--- config.mk ---
export PLATFORM = sky130hd
export DESIGN_NAME = agu_modrev
export DESIGN_NICKNAME = d
export VERILOG_FILES = /design/src/rtl/agu_pkg.sv /design/src/rtl/agu_cfg.sv /design/src/rtl/agu_ring.sv /design/src/rtl/agu_bitrev.sv /design/src/rtl/agu_modrev.sv
export SDC_FILE = /design/constraint.sdc
export NUM_CORES = 1
export LEC_CHECK = 0
export BUFFER_PORTS_ARGS = -buffer_cell sky130_fd_sc_hd__buf_2
export CAP_MARGIN = 20
export CORE_UTILIZATION = 56
export DETAILED_ROUTE_END_ITERATION = 8
export PLACE_DENSITY = 0.87
export SYNTH_ARGS = -nofsm -noshare
export SYNTH_HDL_FRONTEND = slang
export SYNTH_SLANG_ARGS = --single-unit
--- constraint.sdc ---
create_clock -name clk -period 3.99 [get_ports clk]
set_input_delay 0.399 -clock clk [delete_from_list [all_inputs] [get_ports clk]]
set_output_delay 0.399 -clock clk [all_outputs]
set_load 0.01 [all_outputs]
--- src/rtl/agu_pkg.sv ---
package agu_pkg;

  typedef enum logic [1:0] {
    STEP_HOLD = 2'd0,
    STEP_UP   = 2'd1,
    STEP_DOWN = 2'd2
  } step_e;

  typedef enum logic {
    MODE_RING    = 1'b0,
    MODE_REVERSE = 1'b1
  } mode_e;

  // Opposing commands cancel.
  function automatic step_e step_decode(input logic up, input logic down);
    case ({up, down})
      2'b10:   return STEP_UP;
      2'b01:   return STEP_DOWN;
      default: return STEP_HOLD;
    endcase
  endfunction

endpackage

--- src/rtl/agu_cfg.sv ---
module agu_cfg #(
  parameter int ADDR_W  = 16,
  parameter int REV_MAX = 10,
  localparam int WID_W  = $clog2(REV_MAX + 1)
) (
  input  logic              clk,
  input  logic              rst,
  input  logic              base_ld,
  input  logic [ADDR_W-1:0] base_in,
  input  logic              len_ld,
  input  logic [ADDR_W-1:0] len_in,
  input  logic              wid_ld,
  input  logic [WID_W-1:0]  wid_in,
  output logic [ADDR_W-1:0] base_q,
  output logic [ADDR_W-1:0] base_n,
  output logic [ADDR_W-1:0] last_q,
  output logic [WID_W-1:0]  width_q,
  output logic [WID_W-1:0]  width_n,
  output logic [ADDR_W-1:0] mask_n
);

  logic [ADDR_W-1:0] len_r, len_n, last_n;

  function automatic logic [WID_W-1:0] clamp_width(input logic [WID_W-1:0] w);
    if (w == '0)                 return WID_W'(1);
    else if (w > WID_W'(REV_MAX)) return WID_W'(REV_MAX);
    else                         return w;
  endfunction

  always_comb begin
    base_n  = base_ld ? base_in : base_q;
    len_n   = len_r;
    if (len_ld) len_n = (len_in == '0) ? ADDR_W'(1) : len_in;
    // End of buffer is precomputed here so the step path only compares.
    last_n  = base_n + len_n - ADDR_W'(1);
    width_n = wid_ld ? clamp_width(wid_in) : width_q;
    mask_n  = (ADDR_W'(1) << width_n) - ADDR_W'(1);
  end

  always_ff @(posedge clk) begin
    if (rst) begin
      base_q  <= '0;
      len_r   <= ADDR_W'(1);
      last_q  <= '0;
      width_q <= WID_W'(1);
    end else begin
      base_q  <= base_n;
      len_r   <= len_n;
      last_q  <= last_n;
      width_q <= width_n;
    end
  end

endmodule

--- src/rtl/agu_ring.sv ---
module agu_ring
  import agu_pkg::*;
#(
  parameter int ADDR_W = 16
) (
  input  logic              clk,
  input  logic              rst,
  input  logic              active,
  input  step_e             step,
  input  logic              reload,
  input  logic [ADDR_W-1:0] reload_val,
  input  logic [ADDR_W-1:0] base_q,
  input  logic [ADDR_W-1:0] last_q,
  output logic [ADDR_W-1:0] ptr_q,
  output logic [ADDR_W-1:0] ptr_n
);

  always_comb begin
    ptr_n = ptr_q;
    if (reload) begin
      ptr_n = reload_val;
    end else if (active) begin
      case (step)
        STEP_UP:   ptr_n = (ptr_q == last_q) ? base_q : ptr_q + ADDR_W'(1);
        STEP_DOWN: ptr_n = (ptr_q == base_q) ? last_q : ptr_q - ADDR_W'(1);
        default:   ptr_n = ptr_q;
      endcase
    end
  end

  always_ff @(posedge clk) begin
    if (rst) ptr_q <= '0;
    else     ptr_q <= ptr_n;
  end

endmodule

--- src/rtl/agu_bitrev.sv ---
module agu_bitrev
  import agu_pkg::*;
#(
  parameter int REV_MAX = 10,
  localparam int WID_W  = $clog2(REV_MAX + 1)
) (
  input  logic               clk,
  input  logic               rst,
  input  logic               active,
  input  step_e              step,
  input  logic               clear,
  input  logic [WID_W-1:0]   width_q,
  input  logic [WID_W-1:0]   width_n,
  output logic [REV_MAX-1:0] cnt_q,
  output logic [REV_MAX-1:0] rev_n
);

  logic [REV_MAX-1:0] cnt_n, cmask, mirror;
  logic [WID_W-1:0]   shamt;

  always_comb begin
    cmask = (REV_MAX'(1) << width_q) - REV_MAX'(1);
    cnt_n = cnt_q;
    if (clear) begin
      cnt_n = '0;
    end else if (active) begin
      case (step)
        STEP_UP:   cnt_n = (cnt_q + REV_MAX'(1)) & cmask;
        STEP_DOWN: cnt_n = (cnt_q - REV_MAX'(1)) & cmask;
        default:   cnt_n = cnt_q;
      endcase
    end
  end

  // Full-width mirror, then a right shift aligns it to the programmed width.
  for (genvar i = 0; i < REV_MAX; i++) begin : g_mirror
    assign mirror[i] = cnt_n[REV_MAX-1-i];
  end

  assign shamt = WID_W'(REV_MAX) - width_n;
  assign rev_n = mirror >> shamt;

  always_ff @(posedge clk) begin
    if (rst) cnt_q <= '0;
    else     cnt_q <= cnt_n;
  end

endmodule

--- src/rtl/agu_modrev.sv ---
module agu_modrev
  import agu_pkg::*;
#(
  parameter int ADDR_W  = 16,
  parameter int REV_MAX = 10,
  localparam int WID_W  = $clog2(REV_MAX + 1)
) (
  input  logic              clk,
  input  logic              rst,
  input  logic              base_ld,
  input  logic [ADDR_W-1:0] base_in,
  input  logic              len_ld,
  input  logic [ADDR_W-1:0] len_in,
  input  logic              wid_ld,
  input  logic [WID_W-1:0]  wid_in,
  input  logic              mode,
  input  logic              step_up,
  input  logic              step_dn,
  output logic [ADDR_W-1:0] addr_out
);

  mode_e              mode_sel;
  step_e              step;
  logic [ADDR_W-1:0]  base_q, base_n, last_q, mask_n, ptr_q, ptr_n, addr_n;
  logic [WID_W-1:0]   width_q, width_n;
  logic [REV_MAX-1:0] cnt_q, rev_n;

  assign mode_sel = mode_e'(mode);
  assign step     = step_decode(step_up, step_dn);

  agu_cfg #(.ADDR_W(ADDR_W), .REV_MAX(REV_MAX)) i_cfg (
    .clk     (clk),
    .rst     (rst),
    .base_ld (base_ld),
    .base_in (base_in),
    .len_ld  (len_ld),
    .len_in  (len_in),
    .wid_ld  (wid_ld),
    .wid_in  (wid_in),
    .base_q  (base_q),
    .base_n  (base_n),
    .last_q  (last_q),
    .width_q (width_q),
    .width_n (width_n),
    .mask_n  (mask_n)
  );

  agu_ring #(.ADDR_W(ADDR_W)) i_ring (
    .clk        (clk),
    .rst        (rst),
    .active     (mode_sel == MODE_RING),
    .step       (step),
    .reload     (base_ld),
    .reload_val (base_in),
    .base_q     (base_q),
    .last_q     (last_q),
    .ptr_q      (ptr_q),
    .ptr_n      (ptr_n)
  );

  agu_bitrev #(.REV_MAX(REV_MAX)) i_bitrev (
    .clk     (clk),
    .rst     (rst),
    .active  (mode_sel == MODE_REVERSE),
    .step    (step),
    .clear   (base_ld | wid_ld),
    .width_q (width_q),
    .width_n (width_n),
    .cnt_q   (cnt_q),
    .rev_n   (rev_n)
  );

  // Output register captures the next-state address: one edge of latency.
  always_comb begin
    if (mode_sel == MODE_REVERSE) addr_n = (base_n & ~mask_n) | ADDR_W'(rev_n);
    else                          addr_n = ptr_n;
  end

  always_ff @(posedge clk) begin
    if (rst) addr_out <= '0;
    else     addr_out <= addr_n;
  end

endmodule

==> flow_metrics.tcl <==
set metrics [dict create \
    crit_path_top_delay_cell "or4b_1" \
    drc 0 \
    fmax_ghz 0.2694 \
    drive_gt1_frac 0.1246 \
    start_util 0.5805 \
    synth_mux_area_frac 0.07425 \
    wl_per_cell_um 17.84 \
    netlist_area_um2 7415 \
    grt_pass1_wl_um 33550 \
    crit_chain "nor4_2, inv_1, ha_1, or4b_1, a21oi_1, nor3_1, a311oi_1, nor3_1, a211oi_1, a2111oi_0, a2111oi_1" \
    gp_congestion 0.9650 \
    worstPathRequired_ps 4190 \
    syn_avg_cell_area_um2 7.605 \
    finalClockSkew_ps 10.37 \
    tightestPinTransition_ps 782.3 \
    wl_um 20960 \
    status "finished, final reports clean" \
    layout_commonest_cell "nor2_1" \
    p_leak_nw 3.446 \
    yosys.area_share.simple 0.2359 \
    finalHoldViolations 0 \
    crit_fanout 12 \
    power.total_mw 3.044 \
    synth.distinct_cells 68 \
    ios 60 \
    clockRootBuffer "clkbuf_16" \
    power_frac_comb 0.328 \
    cpPeakStageDelay_ps 540 \
    ys_seq_area_frac 0.2538 \
    synthArstFlopShare 0 \
    holdCritPathClass "input port to flip-flop" \
    first_global_vias 6583 \
    ant_nets 0 \
    core.rowCount 41 \
    final.min_clock_period_ps 3711 \
    peakVddDrop_mv 0.2808 \
    p_int_mw 1.966 \
    netlist_top_cells_area "dfxtp_1 25%, ha_1 7.1%, nor2_1 7.1%" \
    cts-htree-levels 3 \
    clk_latency_ps 360 \
    diodes 0 \
    slew_violations 0 \
    area_growth_pct 9.636 \
    endpoint_kind "flip-flop" \
    cts_buffers 9 \
    finalSetupTns_ps 0 \
    drtIter0Drc 894 \
    placed_area_um2 7815 \
    ys_ff_latch 94 \
    firstDrtPassIters 6 \
    fp.dieH_um 117.1 \
    fin_ws_ps 278.5 \
    switching_share 0.3543 \
    synth_top_family_by_area "simple AND/OR/NAND/NOR gates" \
    cts_tree "yes" \
    power_switching_mw 1.078 \
    rsz0062_at_grt "false" \
    finish.net_count 1085 \
    yosysWarnings 0 \
    finalSetupViolCount 0 \
    synth.top_cell.area_share 0.2538 \
    ys.flop_type "dfxtp_1" \
    cp.depth 11 \
    grt_max_degree 38 \
    start_kind "flip-flop" \
    cellPowerDensity_nw_per_um2 374.5 \
    clock_power_share 0.295 \
    num_vias 7349 \
    final_cell_mix "140 x nor2_1, 94 x dfxtp_1, 66 x nand2_1, 59 x buf_2, 53 x a21oi_1" \
    instances_no_fill 1175 \
    grtUsageTotal 0.3204 \
    synthXorXnorAreaFrac 0.09214 \
    cts_hold_buffers 0 \
    synth_nets 1062 \
    synth-edff-count 0 \
    synth-adder-area-share 0.07357 \
    post-route-cell-area_um2 8129 \
    core-area_um2 12770 \
    relSlewSlack 0.4737 \
    post-route-period-util 0.9302 \
    cts_sinks 94 \
    critical_path_class "flip-flop to flip-flop" \
    synth_compound_gate_area_share 0.2042 \
    grt.overflow.total 0 \
    p_seq_frac 0.377 \
    die-area_um2 13700 \
    dp_cells 1159 \
    clkTransAtPathRegs_ps 70 \
    clockBufferDepth 2 \
    path_buf_inv 1 \
    arrival_ps 3910 \
    port_buffers 59 \
    post_cts_buffers 0 \
    syn-instance-count 975 \
    worst_path_most_repeated_cell "nor3_1" \
    fp.dieW_um 117.1 \
    crit_family "compound AO/OA/AOI/OAI gates" \
    yosysTopAreaCell "dfxtp_1" \
    place_ws_ps 321.5 \
    antenna_found_initial 0 \
    min_path_cells 3 \
    cap_violations 0 \
    vias_per_cell 6.254 \
    r2r_cells 11 \
    cts_resized 0 \
    place_hpwl_um 16090 \
]
==> worst paths after layout <==
kind | start | endpoint | slack [ps]
worst max register to register | i_cfg.width_q[2] | addr_out[0] | 280
worst max-delay path | i_cfg.width_q[2] | addr_out[0] | 280
worst min register to register | i_cfg.len_r[10] | i_cfg.len_r[10] | 510
worst min-delay path | base_in[12] | addr_out[12] | 310
==> routing by layer <==
| layer | wire [µm] | up-vias | GRT usage |
|---|---|---|---|
| li1 | - | 3514 | - |
| met4 | 803 | 0 | 0.1485 |
| met3 | 2042 | 55 | 0.04892 |
| met2 | 8914 | 422 | 0.4895 |
| met1 | 9196 | 3358 | 0.4441 |
| met5 | 0 | - | 0 |
==> power by group through the flow <==
| stage | Clock (mW) | Sequential (mW) | Combinational (mW) |
|---|---|---|---|
| after floorplan | 0 | 1.10 | 0.754 |
| after global placement | 0 | 1.16 | 0.955 |
| after detailed placement | 0 | 1.16 | 0.971 |
| after CTS | 0.901 | 1.14 | 0.982 |
| after global routing | 0.944 | 1.15 | 1.11 |
| final | 0.897 | 1.15 | 0.998 |
==> synthesized netlist by cell type, types with 11 or more instances <==
cell      count
nor2_1      140
dfxtp_1      94
nand2_1      66
a21oi_1      53
clkbuf_1     53
inv_1        51
ha_1         42
xnor2_1      42
mux2i_1      37
o21ai_0      37
xor2_1       36
nor3_1       30
nor4_1       21
a211oi_1     19
or3_1        18
o211ai_1     17
mux2_2       16
nand2b_1     15
a221oi_1     14
nand3_1      14
a311oi_1     11
==> metrics by stage <==
stage | util | hold WS (ps)
after CTS | 0.6358 | 310.3
after global placement | 0.6118 | 479.8
final | 0.6364 | 311.2
after global routing | 0.6364 | 334.0
after detailed placement | 0.6118 | 493.9
after floorplan | - | 461.5
==> sequential cells by signal, summed over array words and instances, names as in the netlist <==
register / count
addr_out: 16
i_cfg.base_q: 16
i_cfg.last_q: 16
i_cfg.len_r: 16
i_ring.ptr_q: 16
i_bitrev.cnt_q: 10
i_cfg.width_q: 4
==> logic make-up after synthesis <==
logic type      count (synthesis)
fa+ha+maj                      43
mux                            53
buf+inv                       123
simple gates                  361
xor+xnor                       78
compound gates                223
flops                          94
==> layout make-up <==
class | instances | area, µm²
clock buffers | 11 | 242.7
clock inverters | 5 | 63.81
fillers | 1060 | 4644
inverters | 53 | 198.9
multi-input cells | 758 | 5059
flip-flops and latches | 94 | 1882
well taps | 172 | 215.2
repair buffers | 82 | 467.9
==> worst reg2reg max path, delay by kind of cell (launching register included) <==
kind	cells	cell delay, ps
AOI/OAI and AO/OA	5	1660
and+or+nand+nor	4	1100
DFF	1	420
adders and majority gates	1	300
buffers and inverters	1	70
Power figures use the tool's default switching activity.
